<file path="src/rtl/adc_rd_pkg.sv">
`timescale 1ns/1ps
// Shared definitions for the ADC serial readout shifter.
package adc_rd_pkg;
    // Source selected for the bit currently presented on the data line
    typedef enum logic [1:0] {
        SRC_DATA = 2'd0,
        SRC_TAG  = 2'd1,
        SRC_FILL = 2'd2,
        SRC_MARK = 2'd3
    } bit_src_t;
endpackage

</file>
<file path="src/rtl/line_sampler.sv">
`timescale 1ns/1ps
// line_sampler: registers a vector of control lines for one cycle, so that
// edges can be found by comparing the live value with the stored one.
// Assumes the lines are already synchronous to clk.
module line_sampler #(
    parameter int WIDTH = 2,
    parameter logic [WIDTH-1:0] RST_VAL = '1
) (
    input  logic             clk,
    input  logic             rst_n,
    input  logic [WIDTH-1:0] din,
    output logic [WIDTH-1:0] q
);
    // Hold the previous-cycle value of every line
    always_ff @(posedge clk) begin
        if (!rst_n) q <= RST_VAL;
        else        q <= din;
    end
endmodule

</file>
<file path="src/rtl/result_latch.sv">
`timescale 1ns/1ps
// result_latch: holds the latest conversion result and channel, and moves
// them into the output register when a frame opens. A strobe in the same
// cycle as the load is forwarded straight to the output register.
module result_latch #(
    parameter int DATA_W = 16,
    parameter int TAG_W  = 3
) (
    input  logic              clk,
    input  logic              rst_n,
    input  logic              eoc,
    input  logic [DATA_W-1:0] eoc_data,
    input  logic [TAG_W-1:0]  eoc_chan,
    input  logic              load,
    output logic [DATA_W-1:0] out_data,
    output logic [TAG_W-1:0]  out_chan
);
    logic [DATA_W-1:0] hold_data;
    logic [TAG_W-1:0]  hold_chan;

    // Capture every conversion-done strobe into the holding register
    always_ff @(posedge clk) begin
        if (!rst_n) begin
            hold_data <= '0;
            hold_chan <= '0;
        end else if (eoc) begin
            hold_data <= eoc_data;
            hold_chan <= eoc_chan;
        end
    end

    // Load the output register at frame start, preferring a same-cycle strobe
    always_ff @(posedge clk) begin
        if (!rst_n) begin
            out_data <= '0;
            out_chan <= '0;
        end else if (load) begin
            out_data <= eoc ? eoc_data : hold_data;
            out_chan <= eoc ? eoc_chan : hold_chan;
        end
    end
endmodule

</file>
<file path="src/rtl/bit_sequencer.sv">
`timescale 1ns/1ps
// bit_sequencer: counts bit positions inside a frame and selects the bit
// on the data line: result MSB first, then optional channel tag, then zeros.
// In a marker frame every position is one. The count saturates past the tag.
module bit_sequencer
    import adc_rd_pkg::*;
#(
    parameter int DATA_W = 16,
    parameter int TAG_W  = 3
) (
    input  logic              clk,
    input  logic              rst_n,
    input  logic              start,
    input  logic              shift,
    input  logic              tag_en,
    input  logic              marker,
    input  logic [DATA_W-1:0] data_i,
    input  logic [TAG_W-1:0]  chan_i,
    output logic              bit_out
);
    localparam int LAST  = DATA_W + TAG_W;
    localparam int CNT_W = $clog2(LAST + 1);
    localparam logic [CNT_W-1:0] DATA_END = CNT_W'(DATA_W);
    localparam logic [CNT_W-1:0] TAG_END  = CNT_W'(LAST);

    logic [CNT_W-1:0]  cnt;
    logic              tag_q;
    logic              ones_q;
    bit_src_t          src;
    logic [DATA_W-1:0] data_sh;
    logic [TAG_W-1:0]  chan_sh;

    // Position counter and per-frame options; frame start wins over a shift
    always_ff @(posedge clk) begin
        if (!rst_n) begin
            cnt    <= '0;
            tag_q  <= 1'b0;
            ones_q <= 1'b0;
        end else if (start) begin
            cnt    <= '0;
            tag_q  <= tag_en;
            ones_q <= marker;
        end else if (shift && cnt != TAG_END) begin
            cnt <= cnt + CNT_W'(1);
        end
    end

    // Choose where the current bit comes from
    always_comb begin
        if (ones_q)                         src = SRC_MARK;
        else if (cnt < DATA_END)            src = SRC_DATA;
        else if (tag_q && cnt < TAG_END)    src = SRC_TAG;
        else                                src = SRC_FILL;
    end

    // Align the wanted bit to the top of each field
    always_comb begin
        data_sh = data_i << cnt;
        chan_sh = chan_i << (cnt - DATA_END);
    end

    // Drive the selected bit
    always_comb begin
        case (src)
            SRC_DATA: bit_out = data_sh[DATA_W-1];
            SRC_TAG:  bit_out = chan_sh[TAG_W-1];
            SRC_MARK: bit_out = 1'b1;
            default:  bit_out = 1'b0;
        endcase
    end
endmodule

</file>
<file path="src/rtl/adc_readout_shifter.sv">
`timescale 1ns/1ps
// adc_readout_shifter: serial readout of conversion results. Latches the
// latest result at chip-select fall, shifts it out on serial-clock falls,
// adds an optional channel tag, fills with zeros, and sends all ones in the
// first frame after reset. cs_n and sclk are assumed synchronous to clk.
module adc_readout_shifter #(
    parameter int DATA_W = 16,
    parameter int TAG_W  = 3
) (
    input  logic              clk,
    input  logic              rst_n,
    input  logic              eoc,
    input  logic [DATA_W-1:0] eoc_data,
    input  logic [TAG_W-1:0]  eoc_chan,
    input  logic              tag_en,
    input  logic              cs_n,
    input  logic              sclk,
    output logic              sdo_out,
    output logic              sdo_oe
);
    logic [1:0]        lines_q;
    logic              cs_q, sclk_q;
    logic              cs_fall, cs_rise, sclk_fall;
    logic              marker;
    logic [DATA_W-1:0] word;
    logic [TAG_W-1:0]  chan;
    logic              seq_bit;

    line_sampler #(.WIDTH(2), .RST_VAL(2'b10)) u_lines (
        .clk(clk), .rst_n(rst_n), .din({cs_n, sclk}), .q(lines_q)
    );

    // Decode control-line edges from the sampled and live values
    always_comb begin
        cs_q      = lines_q[1];
        sclk_q    = lines_q[0];
        cs_fall   = cs_q && !cs_n;
        cs_rise   = !cs_q && cs_n;
        sclk_fall = sclk_q && !sclk && !cs_q && !cs_n;
    end

    // Reset marker: set by reset, cleared when a frame closes
    always_ff @(posedge clk) begin
        if (!rst_n)       marker <= 1'b1;
        else if (cs_rise) marker <= 1'b0;
    end

    result_latch #(.DATA_W(DATA_W), .TAG_W(TAG_W)) u_latch (
        .clk(clk), .rst_n(rst_n), .eoc(eoc), .eoc_data(eoc_data),
        .eoc_chan(eoc_chan), .load(cs_fall), .out_data(word), .out_chan(chan)
    );

    bit_sequencer #(.DATA_W(DATA_W), .TAG_W(TAG_W)) u_seq (
        .clk(clk), .rst_n(rst_n), .start(cs_fall), .shift(sclk_fall),
        .tag_en(tag_en), .marker(marker), .data_i(word), .chan_i(chan),
        .bit_out(seq_bit)
    );

    // Drive the line only inside a frame
    always_comb begin
        sdo_oe  = !cs_q;
        sdo_out = sdo_oe && seq_bit;
    end
endmodule

</file>
<file path="config.mk">
export PLATFORM = sky130hd
export DESIGN_NAME = adc_readout_shifter
export DESIGN_NICKNAME = d
export VERILOG_FILES = /design/src/rtl/adc_rd_pkg.sv /design/src/rtl/line_sampler.sv /design/src/rtl/result_latch.sv /design/src/rtl/bit_sequencer.sv /design/src/rtl/adc_readout_shifter.sv
export SDC_FILE = /design/constraint.sdc
export NUM_CORES = 1
export LEC_CHECK = 0
export ABC_AREA = 1
export BUFFER_PORTS_ARGS = -buffer_cell sky130_fd_sc_hd__buf_2
export CORE_AREA = 2 2 78 50
export CTS_CLUSTER_SIZE = 10
export DETAILED_ROUTE_END_ITERATION = 8
export DIE_AREA = 0 0 80 52
export GPL_ROUTABILITY_DRIVEN = 1
export GPL_TIMING_DRIVEN = 1
export PLACE_DENSITY = 0.81
export SLEW_MARGIN = 20
export SYNTH_ARGS = -nofsm -noshare
export SYNTH_HDL_FRONTEND = slang
export SYNTH_SLANG_ARGS = --single-unit
export TNS_END_PERCENT = 20
</file>
<file path="constraint.sdc">
create_clock -name clk -period 3.35 [get_ports clk]
set_clock_uncertainty 0.15 [all_clocks]
set_input_delay 1.005 -clock clk [delete_from_list [all_inputs] [get_ports clk]]
set_output_delay 1.005 -clock clk [all_outputs]
set_load 0.03 [all_outputs]
</file>
## Word level (Yosys, flattened, before mapping)

Index checks and enable logic that the tools add are counted.

- Register bits after elaboration: 48
- Bits of input ports: 25
- Output and inout port bits: 2
- Logic and storage cells: 38

- Add/sub/neg operators: 2
- Order comparisons: 2
- Equal/unequal tests: 3
- Shift operators: 2
- Muxes and demuxes: 6
- Bitwise gates (word level): 1
- Reduce and logical (&&, ||, !) cells: 13

Operators by type and width:

| kind | count |
|---|---|
| 16-bit 2-to-1 mux | 1 |
| 16-bit by 5-bit left shift with 16-bit output | 1 |
| 5-bit less-than comparator (second input constant) | 2 |
| 1-bit logical AND | 8 |
| 2-bit 2-to-1 mux | 3 |
| 5-bit by 1-bit adder with 5-bit output (second input constant) | 1 |
| 5-bit inequality test (second input constant) | 1 |
| 3-bit by 5-bit left shift with 3-bit output | 1 |
| 5-bit subtractor (second input constant) | 1 |
| 1-bit zero test | 3 |
| 3-bit 2-to-1 mux | 1 |
| 1-bit case mux with 3 select lines | 1 |
| 2-bit by 1-bit equality test with 1-bit output (second input constant) | 1 |
| 2-bit equality test (second input constant) | 1 |
| 2-bit zero test | 1 |
| 2-bit OR reduction | 1 |
| 1-bit inverter | 1 |

## Longest topological paths before layout

Gate-level depths: netlist (run 1).

- Depth in word-level cells: 8
- Depth in mapped cells: 9
- Depth with buffers taken out: 8

## Hierarchy

A second synthesis (run 1) with hierarchy kept.

- Cells, all modules: 321
- Area, all modules: 2,208.4 um^2

Modules (own cells, without submodules):

| module | instances | cells an instance | area an instance (um^2) |
|---|---|---|---|
| result_latch | 1 | 203 | 1,521.5 |
| bit_sequencer | 1 | 101 | 571.8 |
| adc_readout_shifter | 1 | 11 | 60.1 |
| line_sampler | 1 | 6 | 55.1 |

## Worst setup path before layout (run 1)

No wires, ideal clock.

- Path kind: flip-flop to output port
- Start point: register u_seq.cnt[0]
- End point: output port sdo_out
- Arrival: 1.371 ns
- Data required time: 2.195 ns
- Path slack: 0.824 ns
- Cell stages (with the launch flop): 10
- Cells stage by stage: dfxtp_1 > inv_2 > buf_2 > nand2_1 > nand3_1 > nand2_1 > nand2_1 > nand2_1 > o21ai_1 > a21oi_1

- Longest elaborated chain between the ends: 8
- Elaborated cells on any way between the ends: 14
- Those cells by class: 1 x add/sub; 2 x order compare; 2 x eq/ne; 2 x shift; 4 x mux; 3 x reduce/logical

RTL lines:

| item | RTL line | RTL |
|---|---|---|
| start, declared | bit_sequencer.sv:26 | `logic [CNT_W-1:0] cnt;` |
| start signal, assigned | bit_sequencer.sv:44 | `cnt <= cnt + CNT_W'(1);` |
| 5-bit less-than comparator | bit_sequencer.sv:52 | `else if (tag_q && cnt < TAG_END) src = SRC_TAG;` |
| 1-bit logical AND | bit_sequencer.sv:52 |  |
| 2-bit 2-to-1 mux | bit_sequencer.sv:52 |  |
| 2-bit 2-to-1 mux | bit_sequencer.sv:51 | `else if (cnt < DATA_END) src = SRC_DATA;` |
| 2-bit 2-to-1 mux | bit_sequencer.sv:50 | `if (ones_q) src = SRC_MARK;` |
| 2-bit equality test (tied with other cells) | bit_sequencer.sv:64 | `case (src)` |
| 1-bit case mux with 3 select lines * | bit_sequencer.sv:64 |  |
| 1-bit logical AND * | adc_readout_shifter.sv:62 | `sdo_out = sdo_oe && seq_bit;` |
| end, declared | adc_readout_shifter.sv:18 | `output logic sdo_out,` |

Mark *: on every way between the ends. The rest lies on a longest branch, timed or not.

## Worst setup path in the final report (run 1)

Ends and elaborated chain as after synthesis.

==> results.py, run 1 <==
metrics = {
    "logic_synthesis": {
        "yosysSeqAreaShare": 0.477,
        "ys_ff_latch": 48,
        "synthCells": 264,
        "yosysWarningCount": 0,
        "synth.distinct_cells": 26,
        "synth_nets": 290,
        "yosysTopAreaCellShare": 0.477,
        "synth.area.top_cells": "dfxtp_1, nor2_1, nand2_1",
        "synth_area_sq_um": 2020,
        "synth_largest_area_cell": "dfxtp_1",
        "avgSynthCellArea_sq_um": 7.64,
    },
    "critical_path": {
        "cpMostUsedCell": "nand2_1",
        "worst-path-max-fanout": 13,
        "cp.arrival_ns": 1.89,
        "path_class": "reg2out",
        "rr_worst_depth": 7,
        "cp_data_required_time_ns": 2.19,
        "r2r_end": "u_seq.cnt[2]",
        "regToRegStartpoint": "u_seq.cnt[0]",
        "path_cells": "inv_2 > nand2_1 > nand3_1 > nand2_1 > nand2_1 > nand2_1 > o21ai_1 > a21oi_1 > buf_2",
        "crit_path_max_incr_delay_ns": 0.62,
        "endpoint_kind": "output pin",
        "worstSetupStartpointType": "flop",
        "rrSetupSlack_ns": 1.62,
        "slowest_stage": "dfxtp_1",
    },
    "floorplan": {
        "die_w_um": 80,
        "die_h_um": 52,
        "die-area_sq_um": 4160,
        "core_sq_um": 3490,
        "io-pin-count": 27,
        "start_util": 0.578,
        "rows": 17,
    },
    "cells_and_area": {
        "num_antenna_cells": 0,
        "area_growth_pct": 9.99,
        "finalNetCount": 314,
        "layout-drive-gt1-share": 0.208,
    },
    "routing": {
        "first_iter_violations": 104,
        "wl_mm": 3.95,
        "drt-pass1-iter-count": 4,
        "vias_per_cell": 4.96,
        "wl_per_cell_um": 11.8,
        "drc": 0,
        "vias": 1667,
        "ant_nets": 0,
    },
    "clocking": {
        "post_cts_buffers": 0,
        "clock_path_buffers": 2,
        "htree_levels": 2,
        "cts.sinks": 48,
        "hold_buffers": 0,
        "clk_latency_ns": 0.30,
        "path_clk_slew_ns": 0.08,
        "cts_buffers": 5,
        "cts-root-buf": "clkbuf_8",
        "post_cts_resized": 0,
        "cts_tree": "done",
    },
    "sta": {
        "period_minus_slack_ns": 3.05,
        "period_share": 0.910,
        "max_slew.worst_pin.slew_ns": 0.543,
        "rsz0062_at_grt": "false",
        "finalHoldViolCount": 0,
        "relSlewSlack": 0.637,
        "worst_slack_ns": 0.301,
        "fin_tns_setup_ns": 0,
        "slew_violations": 0,
        "fmax_mhz": 328,
        "finalSetupViolCount": 0,
    },
    "run": {
        "maxCapViolCount": 0,
    },
    "run_status": {
        "outcome": "finished clean",
    },
    "place": {
        "post-place-ws_ns": 0.642,
        "hpwlAfterDp_mm": 2.83,
        "routabilityCongestion": 0.978,
        "port_buffers": 26,
    },
    "global_routing": {
        "first_global_vias": 1446,
        "grt_overflow_total": 0,
        "grt_max_degree": 25,
        "grt_usage": 0.213,
        "grt_pass1_wl_mm": 6.74,
        "antenna_found_initial": 0,
    },
    "hold_path": {
        "holdPathEnd": "u_latch.out_data[7]",
        "whs_path_depth": 2,
        "min_path_type": "reg2reg",
        "min_from": "u_latch.out_data[7]",
    },
    "power": {
        "p_leak_nw": 0.998,
        "ir_worst_vdd_v": 0.000293,
        "p_per_area_nw_per_um2": 497,
    },
}
[through the flow]
step	total power, mW	hold slack [ns]	instances	util	instance area, sq um
after CTS	1.11	0.310	336	0.636	2220
after global placement	0.772	0.296	328	0.610	2130
after floorplan	0.745	0.280	264	-	2020
after global routing	1.16	0.337	336	0.636	2220
after detailed placement	0.778	0.297	328	0.610	2130
final	1.10	0.309	336	0.636	2220
[worst max-delay path by stage]
| stage | endpoint | startpoint | cells after the start |
|---|---|---|---|
| after floorplan | sdo_out | u_seq.cnt[0] | 9 |
| after global placement | sdo_out | u_seq.cnt[0] | 9 |
| after detailed placement | sdo_out | u_seq.cnt[0] | 9 |
| after CTS | sdo_out | u_seq.cnt[0] | 9 |
| after global routing | sdo_out | u_seq.cnt[0] | 9 |
| final | sdo_out | u_seq.cnt[0] | 9 |
[registers in the layout, indices dropped and copies added, names as in the netlist]
signal / cells
u_seq.cnt: 5
u_latch.out_data: 16
u_latch.hold_data: 16
marker: 1
u_latch.out_chan: 3
u_seq.ones_q: 1
u_latch.hold_chan: 3
u_seq.tag_q: 1
u_lines.q: 2
[metal layers]
layer | track usage | vias to the layer above | routed length (um)
met5 | 0 | - | 0
met4 | 0.0508 | 0 | 8
met3 | 0.0729 | 2 | 217
met2 | 0.311 | 35 | 1660
met1 | 0.302 | 754 | 2060
li1 | - | 876 | -
[power breakdown]
part / internal (mW) / total [mW] / switching, mW / leakage, nW
Combinational: 0.0506 / 0.138 / 0.0871 / 0.552
Clock: 0.145 / 0.335 / 0.190 / 0.0479
Sequential: 0.614 / 0.628 / 0.0135 / 0.398
[cell usage in the layout (no fill, tap or decap)]
| master | n |
|---|---|
| clkinv_4 | 1 |
| nand3_2 | 1 |
| nand2_2 | 1 |
| ha_1 | 1 |
| buf_4 | 1 |
| inv_2 | 2 |
| nor3_1 | 1 |
| a21oi_1 | 12 |
| buf_2 | 26 |
| nand3_1 | 10 |
| o22a_2 | 2 |
| xor2_1 | 1 |
| a31oi_1 | 1 |
| clkbuf_8 | 5 |
| nor2_2 | 2 |
| nand2_1 | 39 |
| clkinv_2 | 3 |
| o21ai_0 | 24 |
| dfxtp_1 | 48 |
| nor2_1 | 63 |
| a21oi_2 | 11 |
| inv_4 | 2 |
| inv_1 | 26 |
| o21ai_1 | 3 |
| nor4_4 | 1 |
| nor2_4 | 2 |
[cell families after synthesis]
group                      Yosys count  share of synthesized area
buffers and inverters               41                      0.102
and+or+nand+nor                    120                      0.253
DFF                                 48                      0.477
xor gates and xnor gates             1                    0.00435
AOI/OAI and AO/OA                   53                      0.158
adders and majority gates            1                    0.00621
[cell usage after synthesis (all sizes together)]
cell type  number
a21oi          23
nor4            1
nand2          40
nand3          11
inv            30
o21ai          27
xor2            1
a31oi           1
dfxtp          48
o22a            2
clkinv          1
ha              1
clkbuf          1
nor3            1
nor2           67
buf             9
[layout make-up]
cell class | count | area [sq um]
clock buffers | 5 | 68.8
clock inverters | 3 | 18.8
fillers | 330 | 1270
inverters | 31 | 123
multi-input cells | 175 | 850
flip-flops and latches | 48 | 961
well taps | 47 | 58.8
repair buffers | 27 | 138
[critical path: cells and delay by family (launching register included)]
kind | cells | cell delay, ns
AOI/OAI and AO/OA | 2 | 0.19
and+or+nand+nor | 5 | 0.38
buffers and inverters | 2 | 0.42
DFF | 1 | 0.62
(Power assumes the default switching activity.)
==> inputs of run 2 (changes only) <==
PLACE_DENSITY = 0.91   (was 0.81)
==> run 2 against run 1 <==
Net effect:
- cell area up 0.90%
- sequential cell count unchanged
- wire length down 3.6%
- clock power up 26%
- count of clock-buffer cells in the layout unchanged
- total power up 7.9%
- setup slack worse by 0.0049 ns
- fmax down 0.16%
- sequential share of layout area down 0.39 points
- worst hold slack better by 0.0013 ns
- critical path depth unchanged
- via count down 0.48%
- critical path type unchanged
- largest cell class unchanged
- highest routed layer unchanged
==> results.py, run 2 (same netlist as run 1, synthesis figures left out) <==
metrics = {
    "critical_path": {
        "cp-endpoint": "sdo_out",
        "cp_data_required_time_ns": 2.19,
        "endpoint_kind": "output pin",
        "crit_path_max_incr_delay_ns": 0.61,
        "cpMostUsedCell": "nand2_1",
        "path_class": "reg2out",
        "cp-startpoint": "u_seq.cnt[0]",
        "cp_num_buf_inv": 2,
        "worstSetupStartpointType": "flop",
        "slowest_stage": "dfxtp_1",
        "rr_worst_depth": 7,
        "cpLargestDelayFamily": "flip-flops",
        "crit_cells": 9,
        "r2r_end": "u_seq.cnt[2]",
        "regToRegStartpoint": "u_seq.cnt[0]",
        "path_cells": "inv_2 > nand2_1 > nand3_1 > nand2_1 > nand2_1 > nand2_1 > o21ai_1 > a21oi_1 > buf_2",
        "rrSetupSlack_ns": 1.64,
        "cp.arrival_ns": 1.90,
        "worst-path-max-fanout": 13,
    },
    "clocking": {
        "path_clk_slew_ns": 0.08,
        "clock_path_buffers": 2,
        "clk_latency_ns": 0.31,
        "cts-root-buf": "clkbuf_8",
        "post_cts_buffers": 0,
        "cts_tree": "done",
        "post_cts_resized": 0,
        "htree_levels": 2,
        "cts_buffers": 5,
        "hold_buffers": 0,
        "cts.sinks": 48,
    },
    "cells_and_area": {
        "layout-drive-gt1-share": 0.205,
        "final_common_cell": "nor2_1",
        "num_antenna_cells": 0,
        "area_growth_pct": 11.0,
        "largestRegisters": "u_latch.hold_data x16, u_latch.out_data x16, u_seq.cnt x5",
        "fillers": 333,
        "fin_util": 0.641,
        "multiInputGateArea_sq_um": 850,
        "register_area_sq_um": 961,
        "stdcell_count": 335,
        "final_cell_mix": "nor2_1, dfxtp_1, nand2_1, inv_1, buf_2",
        "fin_area_sq_um": 2240,
        "finalNetCount": 313,
    },
    "run": {
        "maxCapViolCount": 0,
    },
    "place": {
        "routabilityCongestion": 0.950,
        "hpwlAfterDp_mm": 2.72,
        "post-place-ws_ns": 0.682,
        "dpl_cell_area_sq_um": 2120,
        "post-place-cells": 327,
        "port_buffers": 26,
    },
    "floorplan": {
        "rows": 17,
        "core_sq_um": 3490,
        "die-area_sq_um": 4160,
        "start_util": 0.578,
        "die_w_um": 80,
        "io-pin-count": 27,
        "die_h_um": 52,
    },
    "global_routing": {
        "first_global_vias": 1473,
        "grt_max_degree": 26,
        "grt_usage": 0.203,
        "grt_overflow_total": 0,
        "antenna_found_initial": 0,
        "grt_pass1_wl_mm": 6.43,
    },
    "sta": {
        "finalHoldViolCount": 0,
        "fmax_mhz": 327,
        "fin_tns_setup_ns": 0,
        "max_slew.worst_pin.slew_ns": 0.519,
        "period_minus_slack_ns": 3.05,
        "rsz0062_at_grt": "false",
        "timing.hold.ws_ns": 0.310,
        "finalSetupViolCount": 0,
        "period_share": 0.912,
        "slew_violations": 0,
        "worst_slack_ns": 0.296,
        "relSlewSlack": 0.653,
    },
    "power": {
        "ir_worst_vdd_v": 0.000316,
        "p_per_area_nw_per_um2": 531,
        "p_leak_nw": 1.00,
        "finalPower_mw": 1.19,
    },
    "hold_path": {
        "min_path_type": "reg2reg",
    },
    "routing": {
        "vias": 1659,
        "vias_per_cell": 4.95,
        "drt-pass1-iter-count": 4,
        "wl_per_cell_um": 11.4,
        "first_iter_violations": 121,
        "drc": 0,
        "ant_nets": 0,
        "wl_mm": 3.81,
    },
    "run_status": {
        "outcome": "finished clean",
    },
}
-- run 2: changes by cell type in the layout (fill, tap and decap cells not counted), sizes merged --
cell | before | now
buf | 27 | 26
clkinvlp | 0 | 1
inv | 30 | 31
clkinv | 4 | 1
bufinv | 0 | 1
-- run 2: layout make-up --
cell class              count  area share
flip-flops and latches     48       0.430
multi-input cells         175       0.380
repair buffers             26      0.0582
inverters                  31      0.0548
clock buffers               5      0.0308
well taps                  47      0.0263
clock inverters             3      0.0207
-- run 2: where the power goes --
group / leakage, nW / total [mW] / switching [mW] / internal [mW]
sequential: 0.398 / 0.629 / 0.0142 / 0.614
clock: 0.0548 / 0.423 / 0.198 / 0.225
combinational: 0.547 / 0.136 / 0.0859 / 0.0497
total: 1.00 / 1.19 / 0.299 / 0.889
-- run 2: worst min-delay path by stage --
stage | from | end | slack, ns | cells past startpoint
finish | u_latch.out_data[11] | u_latch.out_data[11] | 0.31 | 2
global route | u_latch.out_data[11] | u_latch.out_data[11] | 0.34 | 2
CTS | u_latch.out_data[11] | u_latch.out_data[11] | 0.31 | 2
detailed placement | u_latch.out_data[11] | u_latch.out_data[11] | 0.30 | 2
global placement | u_latch.out_data[6] | u_latch.out_data[6] | 0.29 | 2
floorplan | u_latch.out_data[10] | u_latch.out_data[10] | 0.28 | 2
-- run 2: worst reg2reg max path, delay by kind of cell (launching register included) --
kind                       cells  cell delay [ns]
and+or+nand+nor                4             0.37
adders and majority gates      1             0.32
AOI/OAI and AO/OA              1             0.11
buffers and inverters          1             0.10
DFF                            1             0.61
-- run 2: routing by layer --
layer / routed length (um) / track usage
met1: 1890 / 0.272
met2: 1660 / 0.319
met4: 65 / 0.0847
met5: 0 / 0
met3: 193 / 0.0469
